==> src/rtl/thermo_guard_pkg.sv <==
package thermo_guard_pkg;

    localparam int ADDR_W = 6;
    localparam int REG_W  = 16;
    localparam int Q_BASE = 1024;

    localparam logic [ADDR_W-1:0] A_CTRL     = 6'h00;
    localparam logic [ADDR_W-1:0] A_PER_NORM = 6'h01;
    localparam logic [ADDR_W-1:0] A_PER_FAST = 6'h02;
    localparam logic [ADDR_W-1:0] A_DEBOUNCE = 6'h03;
    localparam logic [ADDR_W-1:0] A_INT_EN   = 6'h04;
    localparam logic [ADDR_W-1:0] A_STATUS   = 6'h05;
    localparam logic [ADDR_W-1:0] A_ROUTE    = 6'h06;
    localparam int                A_ALARM    = 16;
    localparam int                A_SHUT     = 32;

    typedef struct packed {
        logic gpio_high;
        logic hot_gt;
        logic invert;
        logic run;
    } ctrl_t;

    typedef enum logic {SQ_WAIT, SQ_REQ} seq_state_e;

    function automatic logic hot_side(input logic [31:0] v, input logic [31:0] t, input logic gt);
        return gt ? (v > t) : (v < t);
    endfunction

endpackage

==> src/rtl/tg_regs.sv <==
module tg_regs
    import thermo_guard_pkg::*;
#(
    parameter int NCH    = 4,
    parameter int CODE_W = 10,
    parameter int PER_W  = 16,
    parameter int DEB_W  = 8
) (
    input  logic                         clk,
    input  logic                         rst,
    input  logic                         we,
    input  logic [ADDR_W-1:0]            addr,
    input  logic [REG_W-1:0]             wdata,
    output ctrl_t                        ctrl,
    output logic [PER_W-1:0]             per_norm,
    output logic [PER_W-1:0]             per_fast,
    output logic [DEB_W-1:0]             int_deb,
    output logic [DEB_W-1:0]             shut_deb,
    output logic [NCH-1:0]               int_en,
    output logic [NCH-1:0][CODE_W-1:0]   alarm_thr,
    output logic [NCH-1:0][CODE_W-1:0]   shut_thr,
    output logic [NCH-1:0]               route_rst,
    output logic [NCH-1:0]               route_gpio,
    output logic [NCH-1:0]               clr_vec
);

    always_ff @(posedge clk) begin
        if (rst) begin
            ctrl     <= '0;
            per_norm <= '0;
            per_fast <= '0;
            int_deb  <= '0;
            shut_deb <= '0;
            int_en   <= '0;
        end else if (we) begin
            case (addr)
                A_CTRL:     ctrl     <= ctrl_t'(wdata[3:0]);
                A_PER_NORM: per_norm <= wdata[PER_W-1:0];
                A_PER_FAST: per_fast <= wdata[PER_W-1:0];
                A_DEBOUNCE: begin
                    int_deb  <= wdata[DEB_W-1:0];
                    shut_deb <= wdata[8 +: DEB_W];
                end
                A_INT_EN:   int_en   <= wdata[NCH-1:0];
                default: ;
            endcase
        end
    end

    always_comb clr_vec = (we && addr == A_STATUS) ? wdata[NCH-1:0] : '0;

    for (genvar g = 0; g < NCH; g++) begin : g_ch
        always_ff @(posedge clk) begin
            if (rst) begin
                alarm_thr[g] <= '0;
                shut_thr[g]  <= '0;
            end else if (we) begin
                if (addr == ADDR_W'(A_ALARM + g)) alarm_thr[g] <= wdata[CODE_W-1:0];
                if (addr == ADDR_W'(A_SHUT + g))  shut_thr[g]  <= wdata[CODE_W-1:0];
            end
        end

        always_ff @(posedge clk) begin
            if (rst) begin
                route_rst[g]  <= 1'b0;
                route_gpio[g] <= 1'b0;
            end else if (we && addr == A_ROUTE && wdata[7:0] == 8'(g)) begin
                route_rst[g]  <= wdata[8] && !wdata[9];
                route_gpio[g] <= wdata[8] &&  wdata[9];
            end
        end

        p_route_excl_r9: assert property (@(posedge clk) disable iff (rst)
            !(route_rst[g] && route_gpio[g]))
            else $error("route both targets");
    end

endmodule

==> src/rtl/tg_sequencer.sv <==
module tg_sequencer
    import thermo_guard_pkg::*;
#(
    parameter int NCH    = 4,
    parameter int CODE_W = 10,
    parameter int PER_W  = 16,
    localparam int CH_W  = (NCH > 1) ? $clog2(NCH) : 1
) (
    input  logic              clk,
    input  logic              rst,
    input  logic              run,
    input  logic              fast_sel,
    input  logic [PER_W-1:0]  per_norm,
    input  logic [PER_W-1:0]  per_fast,
    output logic              adc_req,
    output logic [CH_W-1:0]   adc_chan,
    input  logic              adc_ack,
    input  logic [CODE_W-1:0] adc_code,
    output logic              smp_valid,
    output logic [CH_W-1:0]   smp_chan,
    output logic [CODE_W-1:0] smp_code
);

    seq_state_e       state;
    logic [PER_W-1:0] cnt;
    logic [PER_W-1:0] cur_per;

    always_comb cur_per = fast_sel ? per_fast : per_norm;
    always_comb adc_req = (state == SQ_REQ);

    always_ff @(posedge clk) begin
        if (rst) begin
            state     <= SQ_WAIT;
            cnt       <= '0;
            adc_chan  <= '0;
            smp_valid <= 1'b0;
            smp_chan  <= '0;
            smp_code  <= '0;
        end else begin
            smp_valid <= 1'b0;
            case (state)
                SQ_WAIT: begin
                    if (!run) begin
                        cnt <= '0;
                    end else if (cnt >= cur_per) begin
                        cnt   <= '0;
                        state <= SQ_REQ;
                    end else begin
                        cnt <= cnt + 1'b1;
                    end
                end
                SQ_REQ: begin
                    if (adc_ack) begin
                        smp_valid <= 1'b1;
                        smp_chan  <= adc_chan;
                        smp_code  <= adc_code;
                        adc_chan  <= (adc_chan == CH_W'(NCH - 1)) ? '0 : adc_chan + 1'b1;
                        state     <= SQ_WAIT;
                    end
                end
                default: state <= SQ_WAIT;
            endcase
        end
    end

    p_req_hold_r1: assert property (@(posedge clk) disable iff (rst)
        (adc_req && !adc_ack) |=> adc_req)
        else $error("request dropped before ack");

    p_smp_src_r2: assert property (@(posedge clk) disable iff (rst)
        smp_valid |-> $past(adc_req && adc_ack))
        else $error("sample without handshake");

endmodule

==> src/rtl/tg_debounce.sv <==
module tg_debounce #(
    parameter int DEB_W = 8
) (
    input  logic             clk,
    input  logic             rst,
    input  logic             step,
    input  logic             hot,
    input  logic [DEB_W-1:0] goal,
    output logic             reached
);

    localparam logic [DEB_W-1:0] CNT_MAX = '1;

    logic [DEB_W-1:0] cnt;
    logic [DEB_W:0]   nxt;
    logic [DEB_W:0]   eff_goal;

    always_comb begin
        nxt      = (DEB_W+1)'(cnt) + (DEB_W+1)'(1);
        eff_goal = (goal == '0) ? (DEB_W+1)'(1) : (DEB_W+1)'(goal);
        reached  = step && hot && (nxt >= eff_goal);
    end

    always_ff @(posedge clk) begin
        if (rst)
            cnt <= '0;
        else if (step)
            cnt <= !hot ? '0 : ((cnt == CNT_MAX) ? cnt : cnt + 1'b1);
    end

    p_cnt_restart_r6: assert property (@(posedge clk) disable iff (rst)
        (step && !hot) |=> (cnt == '0))
        else $error("count not restarted");

endmodule

==> src/rtl/tg_channel.sv <==
module tg_channel
    import thermo_guard_pkg::*;
#(
    parameter int CODE_W = 10,
    parameter int DEB_W  = 8
) (
    input  logic              clk,
    input  logic              rst,
    input  logic              smp_here,
    input  logic [CODE_W-1:0] smp_code,
    input  ctrl_t             ctrl,
    input  logic [CODE_W-1:0] alarm_thr,
    input  logic [CODE_W-1:0] shut_thr,
    input  logic [DEB_W-1:0]  int_deb,
    input  logic [DEB_W-1:0]  shut_deb,
    input  logic              int_en,
    input  logic              clr,
    input  logic              route_rst,
    input  logic              route_gpio,
    output logic              status,
    output logic              hot_flag,
    output logic              shut_rst,
    output logic              shut_gpio
);

    logic [CODE_W-1:0] value;
    logic              a_hot, s_hot;
    logic              int_fire, shut_fire;

    always_comb begin
        value = ctrl.invert ? CODE_W'(Q_BASE - 32'(smp_code)) : smp_code;
        a_hot = hot_side(32'(value), 32'(alarm_thr), ctrl.hot_gt);
        s_hot = hot_side(32'(value), 32'(shut_thr),  ctrl.hot_gt);
    end

    tg_debounce #(.DEB_W(DEB_W)) u_int_deb (
        .clk(clk), .rst(rst), .step(smp_here), .hot(a_hot),
        .goal(int_deb), .reached(int_fire)
    );

    tg_debounce #(.DEB_W(DEB_W)) u_shut_deb (
        .clk(clk), .rst(rst), .step(smp_here), .hot(s_hot),
        .goal(shut_deb), .reached(shut_fire)
    );

    always_ff @(posedge clk) begin
        if (rst) begin
            status    <= 1'b0;
            hot_flag  <= 1'b0;
            shut_rst  <= 1'b0;
            shut_gpio <= 1'b0;
        end else begin
            status    <= (status && !clr) || (int_fire && int_en);
            shut_rst  <= shut_rst  || (shut_fire && route_rst);
            shut_gpio <= shut_gpio || (shut_fire && route_gpio);
            if (smp_here) hot_flag <= a_hot || s_hot;
        end
    end

    p_status_gate_r7: assert property (@(posedge clk) disable iff (rst)
        (!status && !int_en) |=> !status)
        else $error("status set while disabled");

    p_shut_hold_r11: assert property (@(posedge clk) disable iff (rst)
        (shut_rst || shut_gpio) |=> (shut_rst || shut_gpio))
        else $error("shutdown released");

endmodule

==> src/rtl/thermo_guard.sv <==
module thermo_guard
    import thermo_guard_pkg::*;
#(
    parameter int NCH    = 4,
    parameter int CODE_W = 10,
    parameter int PER_W  = 16,
    parameter int DEB_W  = 8,
    localparam int CH_W  = (NCH > 1) ? $clog2(NCH) : 1
) (
    input  logic              clk,
    input  logic              rst,
    input  logic              reg_we,
    input  logic [ADDR_W-1:0] reg_addr,
    input  logic [REG_W-1:0]  reg_wdata,
    output logic              adc_req,
    output logic [CH_W-1:0]   adc_chan,
    input  logic              adc_ack,
    input  logic [CODE_W-1:0] adc_code,
    output logic              irq,
    output logic [NCH-1:0]    irq_status,
    output logic              shut_reset,
    output logic              shut_gpio
);

    ctrl_t                       ctrl;
    logic [PER_W-1:0]            per_norm, per_fast;
    logic [DEB_W-1:0]            int_deb, shut_deb;
    logic [NCH-1:0]              int_en, route_rst, route_gpio, clr_vec;
    logic [NCH-1:0][CODE_W-1:0]  alarm_thr, shut_thr;
    logic                        smp_valid;
    logic [CH_W-1:0]             smp_chan;
    logic [CODE_W-1:0]           smp_code;
    logic [NCH-1:0]              hot_flag, lat_rst, lat_gpio;

    tg_regs #(.NCH(NCH), .CODE_W(CODE_W), .PER_W(PER_W), .DEB_W(DEB_W)) u_regs (
        .clk(clk), .rst(rst), .we(reg_we), .addr(reg_addr), .wdata(reg_wdata),
        .ctrl(ctrl), .per_norm(per_norm), .per_fast(per_fast),
        .int_deb(int_deb), .shut_deb(shut_deb), .int_en(int_en),
        .alarm_thr(alarm_thr), .shut_thr(shut_thr),
        .route_rst(route_rst), .route_gpio(route_gpio), .clr_vec(clr_vec)
    );

    tg_sequencer #(.NCH(NCH), .CODE_W(CODE_W), .PER_W(PER_W)) u_seq (
        .clk(clk), .rst(rst), .run(ctrl.run), .fast_sel(|hot_flag),
        .per_norm(per_norm), .per_fast(per_fast),
        .adc_req(adc_req), .adc_chan(adc_chan), .adc_ack(adc_ack), .adc_code(adc_code),
        .smp_valid(smp_valid), .smp_chan(smp_chan), .smp_code(smp_code)
    );

    for (genvar g = 0; g < NCH; g++) begin : g_chan
        tg_channel #(.CODE_W(CODE_W), .DEB_W(DEB_W)) u_ch (
            .clk(clk), .rst(rst),
            .smp_here(smp_valid && smp_chan == CH_W'(g)),
            .smp_code(smp_code), .ctrl(ctrl),
            .alarm_thr(alarm_thr[g]), .shut_thr(shut_thr[g]),
            .int_deb(int_deb), .shut_deb(shut_deb),
            .int_en(int_en[g]), .clr(clr_vec[g]),
            .route_rst(route_rst[g]), .route_gpio(route_gpio[g]),
            .status(irq_status[g]), .hot_flag(hot_flag[g]),
            .shut_rst(lat_rst[g]), .shut_gpio(lat_gpio[g])
        );
    end

    always_comb begin
        irq        = |irq_status;
        shut_reset = |lat_rst;
        shut_gpio  = ctrl.gpio_high ? (|lat_gpio) : !(|lat_gpio);
    end

endmodule

==> config.mk <==
export PLATFORM = sky130hd
export DESIGN_NAME = thermo_guard
export DESIGN_NICKNAME = d
export VERILOG_FILES = /design/src/rtl/thermo_guard_pkg.sv /design/src/rtl/tg_regs.sv /design/src/rtl/tg_sequencer.sv /design/src/rtl/tg_debounce.sv /design/src/rtl/tg_channel.sv /design/src/rtl/thermo_guard.sv
export SDC_FILE = /design/constraint.sdc
export NUM_CORES = 1
export LEC_CHECK = 0
export BUFFER_PORTS_ARGS = -buffer_cell sky130_fd_sc_hd__buf_2
export CORE_ASPECT_RATIO = 0.75
export CORE_MARGIN = 10
export CORE_UTILIZATION = 40
export CTS_CLUSTER_SIZE = 25
export DETAILED_ROUTE_END_ITERATION = 6
export GPL_TIMING_DRIVEN = 0
export HOLD_SLACK_MARGIN = 0.08
export PLACE_DENSITY = 0.64
export SLEW_MARGIN = 10
export SYNTH_ARGS = -nofsm -noshare
export SYNTH_HDL_FRONTEND = slang
export SYNTH_HIERARCHICAL = 1
export SYNTH_SLANG_ARGS = --single-unit
==> constraint.sdc <==
create_clock -name clk -period 3.35 [get_ports clk]
set_clock_uncertainty 0.1 [all_clocks]
set_input_delay 0 -clock clk [delete_from_list [all_inputs] [get_ports clk]]
set_output_delay 0 -clock clk [all_outputs]
set_load 0.05 [all_outputs]
==> results of run 1 <==
[worst register-to-register path: stages (launching register included)]
cell      delay, ns
dfxtp_4        0.41
buf_8          0.17
nor3_4         0.16
nand2_2        0.07
or3_4          0.40
o31ai_4        0.26
xnor2_2        0.15
ha_1           0.34
nand4_1        0.16
buf_4          0.19
o31ai_2        0.29
mux2i_2        0.13
buf_6          0.24
o211ai_1       0.12
o21ai_2        0.10
a21oi_1        0.15
nor2_1         0.05
[what timing repair did]
action / 4_1_cts / 5_1_grt
gates cloned: 3 / 0
hold buffers: 74 / 0
setup endpoints to repair: 95 / 92
pin swaps: 84 / 58
hold endpoints to repair: 156 / 0
setup buffers: 44 / 21
resized for setup: 189 / 90
[flip-flops by register name, summed over array words and instances (netlist names)]
signal and count:
u_regs/shut_thr 40, u_regs/int_deb 8, u_seq/smp_valid 1, u_seq/adc_chan 2, g_chan.u_ch/u_shut_deb/cnt 32, u_regs/per_fast 16
u_regs/route_gpio 4, g_chan.u_ch/u_int_deb/cnt 32, u_regs/route_rst 4, u_regs/shut_deb 8, u_seq/smp_chan 2, u_seq/cnt 16
u_seq/adc_req 1, g_chan.u_ch/hot_flag 4, u_regs/per_norm 16, g_chan.u_ch/status 4, g_chan.u_ch/shut_gpio 4, g_chan.u_ch/shut_rst 4
u_seq/smp_code 10, u_regs/int_en 4, u_regs/ctrl 4, u_regs/alarm_thr 40
[power by group through the flow]
stage          logic (mW)  registers, mW  clock network, mW
6_report            0.483           3.05               3.29
3_5_place_dp        0.365           3.13                  0
4_1_cts             0.447           3.05               3.32
2_1_floorplan       0.218           3.12                  0
5_1_grt             0.508           3.05               3.45
3_3_place_gp        0.358           3.13                  0
[layout make-up]
class / count / share of cell area, %
inverter: 174 / 3.03
tap: 569 / 3.28
sequential: 256 / 23.8
clock inverter: 16 / 0.912
buffer: 132 / 3.51
antenna: 1 / 0.0115
timing repair buffer: 182 / 7.36
clock buffer: 35 / 3.49
multi-input combinational: 1546 / 54.6
[cell usage in the layout, fill, tap and decap left out, types with 13 or more instances in the layout]
cell           Yosys  layout
dfxtp_1          256     244
a21oi_1          245     235
nand3_1          179     174
inv_1            174     169
ha_1             174     160
o21ai_0          145     118
nand2_1          125     117
buf_2             42      82
dlygate4sd3_1      0      74
o21ai_1           66      71
clkbuf_1          60      60
xnor2_1           65      58
nand2b_1          58      56
nor2_1            63      53
buf_4              2      51
clkbuf_16          0      28
nor2_2            16      24
buf_6             13      21
o21ai_2            3      21
nor2b_1           24      21
xor2_1            20      20
o211ai_1          20      20
nand4_1           18      18
mux2i_1           35      18
nor3_2            13      17
a211oi_2          12      15
o2bb2ai_1         17      15
a211oi_1          16      13
[metal layers]
| layer | GRT usage, % | up-vias | share of wire, % |
|---|---|---|---|
| li1 | - | 7951 | - |
| met1 | 28.6 | 8057 | 45 |
| met2 | 32.8 | 619 | 44 |
| met3 | 3.31 | 113 | 8.2 |
| met4 | 6.98 | 0 | 3.0 |
| met5 | 0 | - | 0 |
[how the worst min path moves through the flow]
| stage | endpoint | from | slack, ns |
|---|---|---|---|
| after global placement | u_seq/smp_code[9]$_SDFFE_PP0P_ | adc_code[9] | 0.15 |
| after CTS | u_regs/alarm_thr[18]$_SDFFE_PP0P_ | reg_we | 0.10 |
| after global routing | u_regs/alarm_thr[15]$_SDFFE_PP0P_ | reg_we | 0.18 |
| after detailed placement | u_seq/smp_code[1]$_SDFFE_PP0P_ | adc_code[1] | 0.15 |
| final | u_regs/alarm_thr[18]$_SDFFE_PP0P_ | reg_we | 0.14 |
| after floorplan | g_chan[0].u_ch/status$_SDFF_PP0_ | rst | -0.03 |
[cells in the mapped netlist, types with 12 or more instances]
library cell  instances  area (um2)
a21o_1               12        90.1
a211oi_1             16         120
o21ai_0             145         726
buf_6                13         146
nor2b_1              24         150
mux2i_1              35         350
nand2b_1             58         363
o211ai_1             20         150
nor2_2               16         100
clkbuf_1             60         225
o21ai_1              66         330
inv_1               174         653
xor2_1               20         175
a211oi_2             12         150
nor4_1               12        75.1
nand3_1             179         896
nand2_1             125         469
buf_2                42         210
nor3b_1              14         105
nand4_1              18         113
o2bb2ai_1            17         149
a21oi_1             245        1230
o31ai_1              12        90.1
nor3_2               13         130
xnor2_1              65         569
ha_1                174        2180
dfxtp_1             256        5120
nor2_1               63         236
[per-stage QoR]
| stage | worst slack [ns] | cells | hold slack, ns | setup TNS, ns |
|---|---|---|---|---|
| 2_1_floorplan | 0.0163 | 2111 | -0.0309 | 0 |
| 3_3_place_gp | -1.14 | 2721 | 0.150 | -51.48 |
| 3_5_place_dp | -1.16 | 2721 | 0.151 | -57.92 |
| 4_1_cts | -0.247 | 2890 | 0.102 | -10.01 |
| 5_1_grt | -0.415 | 2910 | 0.180 | -24.74 |
| 6_report | -0.313 | 2911 | 0.139 | -14.30 |
[cell families (layout without fill, tap and decap cells)]
logic type / after synthesis / after routing / synth area share, %
xor+xnor: 85 / 85 / 4.31
other cells: 0 / 1 / 0
compound gates: 619 / 619 / 21.8
flops: 256 / 256 / 29.7
simple gates: 632 / 632 / 21.8
mux: 36 / 36 / 2.09
fa+ha+maj: 174 / 174 / 12.6
buf+inv: 309 / 539 / 7.71
==> run_results.csv, run 1 <==
group,metric,value,unit
routing,drc_errors,0,
critical_path,regToRegStartpoint,"u_seq/smp_code[1]$_SDFFE_PP0P_",
critical_path,critPathSlowestCell,"dfxtp_4",
pwr,power.density,315,mW/mm2
cells_and_area,multi_input_area,0.0118,mm2
floorplan,dieArea,0.0519,mm2
critical_path,r2r_cells,16,
clock_tree,cts_root_buffer,"clkbuf_16",
sta,tightest_slew,1.29,ns
synthesis,seq_area_frac_synth,29.7,%
cells_and_area,nNetsFinal,2530,
sta,fin_crit,3.66,ns
pwr,total_power,6.82,mW
critical_path,crit_chain,"buf_8 > nor3_4 > nand2_2 > or3_4 > o31ai_4 > xnor2_2 > ha_1 > nand4_1 > buf_4 > o31ai_2 > mux2i_2 > buf_6 > o211ai_1 > o21ai_2 > a21oi_1 > nor2_1",
floorplan,io_pins,46,
worst_hold_path,hold_path.class,"input port to register",
synthesis,syn_area,0.0173,mm2
cells_and_area,final_cell_area,0.0217,mm2
clock_tree,insertion_delay,0.60,ns
sta,rsz0062_at_grt,"yes",
critical_path,critPathCaptureType,"register",
critical_path,slowest_delay,0.41,ns
global_route,antenna_found_initial,0,
critical_path,crit_start,"u_seq/smp_code[1]$_SDFFE_PP0P_",
critical_path,path_buf_inv,3,
routing,drt_first_pass_iters,5,
critical_path,r2r-end,"g_chan[2].u_ch/shut_gpio$_SDFF_PP0_",
routing,routedWlPerCell,19.5,um
sta,setup_ws,-0.313,ns
cells_and_area,utilization,51.2,%
clock_tree,htreeDepth,1,
placed_design,placed_area,0.0182,mm2
cells_and_area,fill_cells,3914,
pwr,power_frac_comb,7.1,%
critical_path,worstSetupPathType,"register to register",
synthesis,ys_warn_count,6,
critical_path,cp.arrival,3.98,ns
global_route,grt_max_degree,34,
placed_design,place_congestion,0.871,
sta,fmax,273,MHz
critical_path,critPathCapture,"g_chan[2].u_ch/shut_gpio$_SDFF_PP0_",
placed_design,place_hpwl,38400,um
pwr,seq_power_share,44.7,%
synthesis,synth_area_per_cell,8.18,um2
routing,drt_wl_total,56600,um
clock_tree,clockBufferDepth,3,
clock_tree,cts_buffers,28,
worst_hold_path,whs_path_depth,5,
critical_path,crit_required,3.67,ns
critical_path,critical_path.top_delay_family,"compound AO/OA/AOI/OAI gates",
outcome,outcome,"complete, but fails checks",
synthesis,synth_nets,2321,
outcome,violations,"setup timing",
pwr,power.share.clock,48.2,%
global_route,grt_pass1_wl,87600,um
global_route,grtUsageTotal,20.8,%
routing,drtIter0Drc,1527,
global_route,first_global_vias,16100,
pwr,p_leak,7.85,nW
sta,drv_slew,0,
sta,hold_viol,0,
synthesis,syn-instance-count,2111,
synthesis,synth_ff_type,"dfxtp_1",
synthesis,synth_cell_types,78,
sta,setup_viol,86,
floorplan,dieHeight,200,um
routing,vias,16700,
synthesis,synth_edf_count,0,
critical_path,r2r_setup_slack,-0.31,ns
pwr,swShare,25.7,%
routing,antenna_left,0,
cells_and_area,layout-drive-gt1-share,21.4,%
clock_tree,cts_tree,"yes",
pwr,ir_worst_vdd,0.430,mV
sta,period_share,109,%
placed_design,port_buffers,41,
floorplan,die_x,260,um
routing,drt-vias-per-instance,5.75,
floorplan,initial_core_util,40.7,%
cells_and_area,area_growth_syn_to_layout,25.6,%
critical_path,start_kind,"register",
synthesis,yosys_register_bits,256,
flow_run,maxCapViolations,0,
cells_and_area,seq_area,0.00516,mm2
pwr,switchingPower,1.75,mW
floorplan,core_area,0.0424,mm2
global_route,grt-ovfl-total,0,
critical_path,critPathMaxFanout,6,
critical_path,crit_cells,16,
clock_tree,cts_sinks,256,
sta,slew_headroom,13.9,%
floorplan,row_count,65,
clock_tree,clkTransAtPathRegs,0.07,ns
synthesis,synth_async_sr_flop_share,0,%
pwr,internal_power,5.07,mW
(Power assumes the default switching activity.)
==> inputs of run 2 (changes only) <==
--- a/config.mk
+++ b/config.mk
@@ -14,6 +14,7 @@
 export GPL_TIMING_DRIVEN = 0
 export HOLD_SLACK_MARGIN = 0.08
 export PLACE_DENSITY = 0.64
+export RECOVER_POWER = 50
 export SLEW_MARGIN = 10
 export SYNTH_ARGS = -nofsm -noshare
 export SYNTH_HDL_FRONTEND = slang
==> run_results.csv, run 2 (synthesis results as in run 1) <==
group,metric,value,unit
floorplan,dieArea,0.0519,mm2
critical_path,critPathCaptureType,"register",
cells_and_area,multi_input_area,0.0118,mm2
global_route,antenna_found_initial,0,
global_route,grt_max_degree,34,
placed_design,place_hpwl,38400,um
critical_path,worstSetupPathType,"register to register",
sta,whs,0.137,ns
floorplan,core_area,0.0424,mm2
global_route,grt-ovfl-total,0,
floorplan,die_x,260,um
sta,tightest_slew,1.28,ns
worst_hold_path,hold_path.class,"input port to register",
sta,hold_viol,0,
cells_and_area,final_cell_area,0.0217,mm2
routing,drt_first_pass_iters,6,
sta,fmax,272,MHz
critical_path,critPathSlowestCell,"dfxtp_4",
sta,fin_crit,3.68,ns
sta,slew_headroom,14.5,%
critical_path,crit_required,3.67,ns
clock_tree,cts_tree,"yes",
clock_tree,insertion_delay,0.60,ns
floorplan,row_count,65,
global_route,grt_pass1_wl,87600,um
critical_path,start_kind,"register",
placed_design,place_congestion,0.871,
clock_tree,clkTransAtPathRegs,0.07,ns
cells_and_area,final_common_cell,"dfxtp_1",
cells_and_area,area_growth_syn_to_layout,25.5,%
cells_and_area,fill_cells,3918,
placed_design,placed_area,0.0182,mm2
cells_and_area,final_cell_mix,"dfxtp_1, a21oi_1, nand3_1",
critical_path,cp.arrival,4.00,ns
clock_tree,htreeDepth,1,
routing,antenna_left,0,
outcome,outcome,"complete, but fails checks",
routing,drc_errors,0,
sta,setup_ws,-0.329,ns
routing,vias,16800,
critical_path,critPathMaxFanout,6,
sta,setup_viol,86,
placed_design,port_buffers,41,
pwr,p_leak,7.80,nW
flow_run,maxCapViolations,0,
cells_and_area,nNetsFinal,2530,
global_route,grtUsageTotal,20.8,%
global_route,first_global_vias,16100,
cells_and_area,layout-drive-gt1-share,20.9,%
cells_and_area,seq_area,0.00516,mm2
sta,rsz0062_at_grt,"yes",
clock_tree,clockBufferDepth,3,
critical_path,crit_chain,"buf_8 > nor3_4 > nand2_2 > or3_4 > o31ai_4 > xnor2_2 > ha_1 > nand4_1 > buf_4 > o31ai_2 > mux2i_2 > buf_6 > o211ai_1 > o21ai_2 > a21oi_1 > nor2_1",
floorplan,dieHeight,200,um
routing,drt-vias-per-instance,5.78,
sta,period_share,110,%
outcome,violations,"setup timing",
pwr,power.density,315,mW/mm2
placed_design,place_ws,-1.16,ns
sta,drv_slew,0,
pwr,ir_worst_vdd,0.436,mV
clock_tree,cts_root_buffer,"clkbuf_16",
routing,drtIter0Drc,1732,
routing,routedWlPerCell,19.5,um
floorplan,initial_core_util,40.7,%
floorplan,io_pins,46,
routing,drt_wl_total,56700,um
cells_and_area,utilization,51.1,%
clock_tree,cts_buffers,28,
critical_path,slowest_delay,0.41,ns
clock_tree,cts_sinks,256,
cells_and_area,reg_top3,"u_regs/alarm_thr (40), u_regs/shut_thr (40)",
-- run 2: path summary, 6_finish.rpt --
| check | start | endpoint | slack (ns) | depth (start not counted) |
|---|---|---|---|---|
| worst max register to register | u_seq/smp_code[1]$_SDFFE_PP0P_ | g_chan[2].u_ch/shut_gpio$_SDFF_PP0_ | -0.33 | 16 |
| worst min register to register | u_regs/int_en[0]$_SDFFE_PP0P_ | g_chan[0].u_ch/status$_SDFF_PP0_ | 0.36 | 2 |
| worst max-delay path | u_seq/smp_code[1]$_SDFFE_PP0P_ | g_chan[2].u_ch/shut_gpio$_SDFF_PP0_ | -0.33 | 16 |
| worst min-delay path | reg_we | u_regs/alarm_thr[18]$_SDFFE_PP0P_ | 0.14 | 5 |
-- run 2: worst max-delay path, delay by kind of cell, from the launching register on --
family,cells,cell delay [ns]
muxes,1,0.13
xor gates and xnor gates,1,0.15
adders and majority gates,1,0.34
and+or+nand+nor,5,0.84
AOI/OAI and AO/OA,5,0.92
buffers and inverters,3,0.60
DFF,1,0.41
-- run 2: timing repair --
action,4_1_cts,5_1_grt
pin swaps,84,58
endpoints found under the hold margin,156,0
hold buffers,74,0
gates cloned,3,0
resized for setup,189,90
endpoints found under the setup margin,95,92
buffers inserted,44,21
-- run 2: where the power goes --
part | internal (mW) | total, mW | switching (mW) | leakage [nW]
clock | 1.85 | 3.30 | 1.45 | 0.458
combinational | 0.174 | 0.483 | 0.308 | 5.27
sequential | 3.04 | 3.05 | 0.00771 | 2.07
total | 5.07 | 6.83 | 1.76 | 7.80
-- run 2: metrics by stage --
step	instances	TNS [ns]	power, mW
after CTS	2890	-10.01	6.82
after detailed placement	2721	-57.92	3.49
after global placement	2721	-51.48	3.48
after floorplan	2111	0	3.34
final	2911	-15.36	6.83
after global routing	2910	-24.74	7.01
-- run 2: layer usage --
metal  global-route usage, %  part of all wire [%]
met5                       0                     0
met2                    32.8                    44
met3                    3.31                   7.8
met4                    6.98                   3.2
met1                    28.6                    45
-- run 2: cell type report --
class	count	share of cell area, %
flip-flops and latches	256	23.8
multi-input cells	1546	54.7
well taps	569	3.29
clock buffers	35	3.49
diodes	1	0.0116
clock inverters	16	0.913
repair buffers	182	7.30
inverters	174	3.04
plain buffers	132	3.47
==> inputs of run 3 (changes only) <==
==> constraint.sdc (replaced) <==
create_clock -name clk -period 3.35 [get_ports clk]
set_clock_uncertainty 0.1 [all_clocks]
set_input_delay 0 -clock clk [delete_from_list [all_inputs] [get_ports clk]]
set_output_delay 0 -clock clk [all_outputs]
set_load 0.1 [all_outputs]
==> run_results.csv, run 3 (synthesis results as in run 1) <==
group,metric,value,unit
outcome,outcome,"complete, but fails checks",
outcome,violations,"setup timing",
sta,setup_viol,86,
cells_and_area,layout-drive-gt1-share,20.9,%
cells_and_area,nNetsFinal,2530,
floorplan,io_pins,46,
cells_and_area,reg_top3,"u_regs/alarm_thr (40), u_regs/shut_thr (40)",
cells_and_area,final_cell_mix,"dfxtp_1, a21oi_1, nand3_1",
sta,slew_headroom,14.9,%
sta,hold_viol,0,
worst_hold_path,hold_path.class,"input port to register",
placed_design,place_congestion,0.871,
sta,tightest_slew,1.27,ns
placed_design,place_ws,-1.16,ns
floorplan,dieHeight,200,um
routing,drt_wl_total,56800,um
floorplan,die_x,260,um
floorplan,core_area,0.0424,mm2
global_route,grt_max_degree,34,
critical_path,cp.arrival,4.00,ns
clock_tree,cts_root_buffer,"clkbuf_16",
clock_tree,clkTransAtPathRegs,0.07,ns
routing,drt-vias-per-instance,5.78,
sta,drv_slew,0,
pwr,p_leak,7.80,nW
cells_and_area,final_common_cell,"dfxtp_1",
routing,vias,16800,
clock_tree,cts_sinks,256,
routing,antenna_left,0,
clock_tree,cts_buffers,28,
cells_and_area,utilization,51.1,%
placed_design,place_hpwl,38400,um
global_route,grt-ovfl-total,0,
clock_tree,insertion_delay,0.60,ns
critical_path,critPathCaptureType,"register",
pwr,ir_worst_vdd,0.436,mV
routing,drtIter0Drc,1732,
cells_and_area,fin_cells,2911,
clock_tree,clockBufferDepth,3,
sta,rsz0062_at_grt,"yes",
clock_tree,htreeDepth,1,
critical_path,critPathMaxFanout,6,
floorplan,row_count,65,
routing,routedWlPerCell,19.5,um
sta,tns,-15.36,ns
routing,drc_errors,0,
sta,fmax,272,MHz
pwr,power.density,315,mW/mm2
sta,period_share,110,%
critical_path,start_kind,"register",
global_route,first_global_vias,16100,
global_route,grtUsageTotal,20.8,%
clock_tree,cts_tree,"yes",
sta,fin_crit,3.68,ns
cells_and_area,area_growth_syn_to_layout,25.5,%
critical_path,r2r_setup_slack,-0.33,ns
floorplan,dieArea,0.0519,mm2
placed_design,dp.cells,2721,
routing,drt_first_pass_iters,5,
critical_path,worstSetupPathType,"register to register",
global_route,antenna_found_initial,0,
placed_design,port_buffers,41,
global_route,grt_pass1_wl,87600,um
critical_path,crit_required,3.67,ns
flow_run,maxCapViolations,0,
floorplan,initial_core_util,40.7,%
sta,setup_ws,-0.328,ns
sta,whs,0.132,ns
-- run 3: cell types whose count changed in the layout (fill, tap and decap cells not counted), sizes merged --
cell and delta:
buf +1, clkbuf -1
-- run 3: final timing paths --
kind / cells after the start / to / start
hold / removal: 5 / u_regs/alarm_thr[18]$_SDFFE_PP0P_ / reg_we
setup reg to reg: 16 / g_chan[2].u_ch/shut_gpio$_SDFF_PP0_ / u_seq/smp_code[1]$_SDFFE_PP0P_
hold reg to reg: 2 / g_chan[0].u_ch/status$_SDFF_PP0_ / u_regs/int_en[0]$_SDFFE_PP0P_
setup / recovery: 16 / g_chan[2].u_ch/shut_gpio$_SDFF_PP0_ / u_seq/smp_code[1]$_SDFFE_PP0P_
-- run 3: power by group --
part           switching, mW  internal (mW)
sequential           0.00771           3.04
clock                   1.45           1.85
combinational          0.309          0.174
-- run 3: routing by layer --
layer / part of all wire (%) / track usage, %
met5: 0 / 0
met4: 3.2 / 6.98
met3: 7.8 / 3.31
met2: 44 / 32.8
met1: 45 / 28.6
-- run 3: layout make-up --
type / instances / area, um2
fill: 3917 / 20700
buffer: 132 / 752
timing repair buffer: 182 / 1580
antenna: 1 / 2.50
clock inverter: 16 / 198
clock buffer: 35 / 757
multi-input combinational: 1546 / 11800
inverter: 174 / 658
tap: 569 / 712
sequential: 256 / 5160
-- run 3: what timing repair did --
action                                  in CTS  in global routing
endpoints found under the setup margin      95                 92
cloned                                       3                  0
buffers inserted                            44                 21
hold endpoints to repair                   156                  0
hold buffers                                74                  0
pin swaps                                   84                 58
gates resized for setup                    189                 90
-- run 3: through the flow --
step | power [mW] | cell area, um2
finish | 6.83 | 21700
global route | 7.01 | 21700
CTS | 6.82 | 21100
detailed placement | 3.49 | 18200
global placement | 3.48 | 18200
floorplan | 3.34 | 17300
-- run 3: worst max-delay path, stage by stage (launching register included) --
cell,delay [ns]
dfxtp_4,0.41
buf_8,0.17
nor3_4,0.16
nand2_2,0.07
or3_4,0.40
o31ai_4,0.26
xnor2_2,0.15
ha_1,0.34
nand4_1,0.16
buf_4,0.19
o31ai_2,0.29
mux2i_2,0.13
buf_6,0.24
o211ai_1,0.12
o21ai_2,0.10
a21oi_1,0.15
nor2_1,0.05
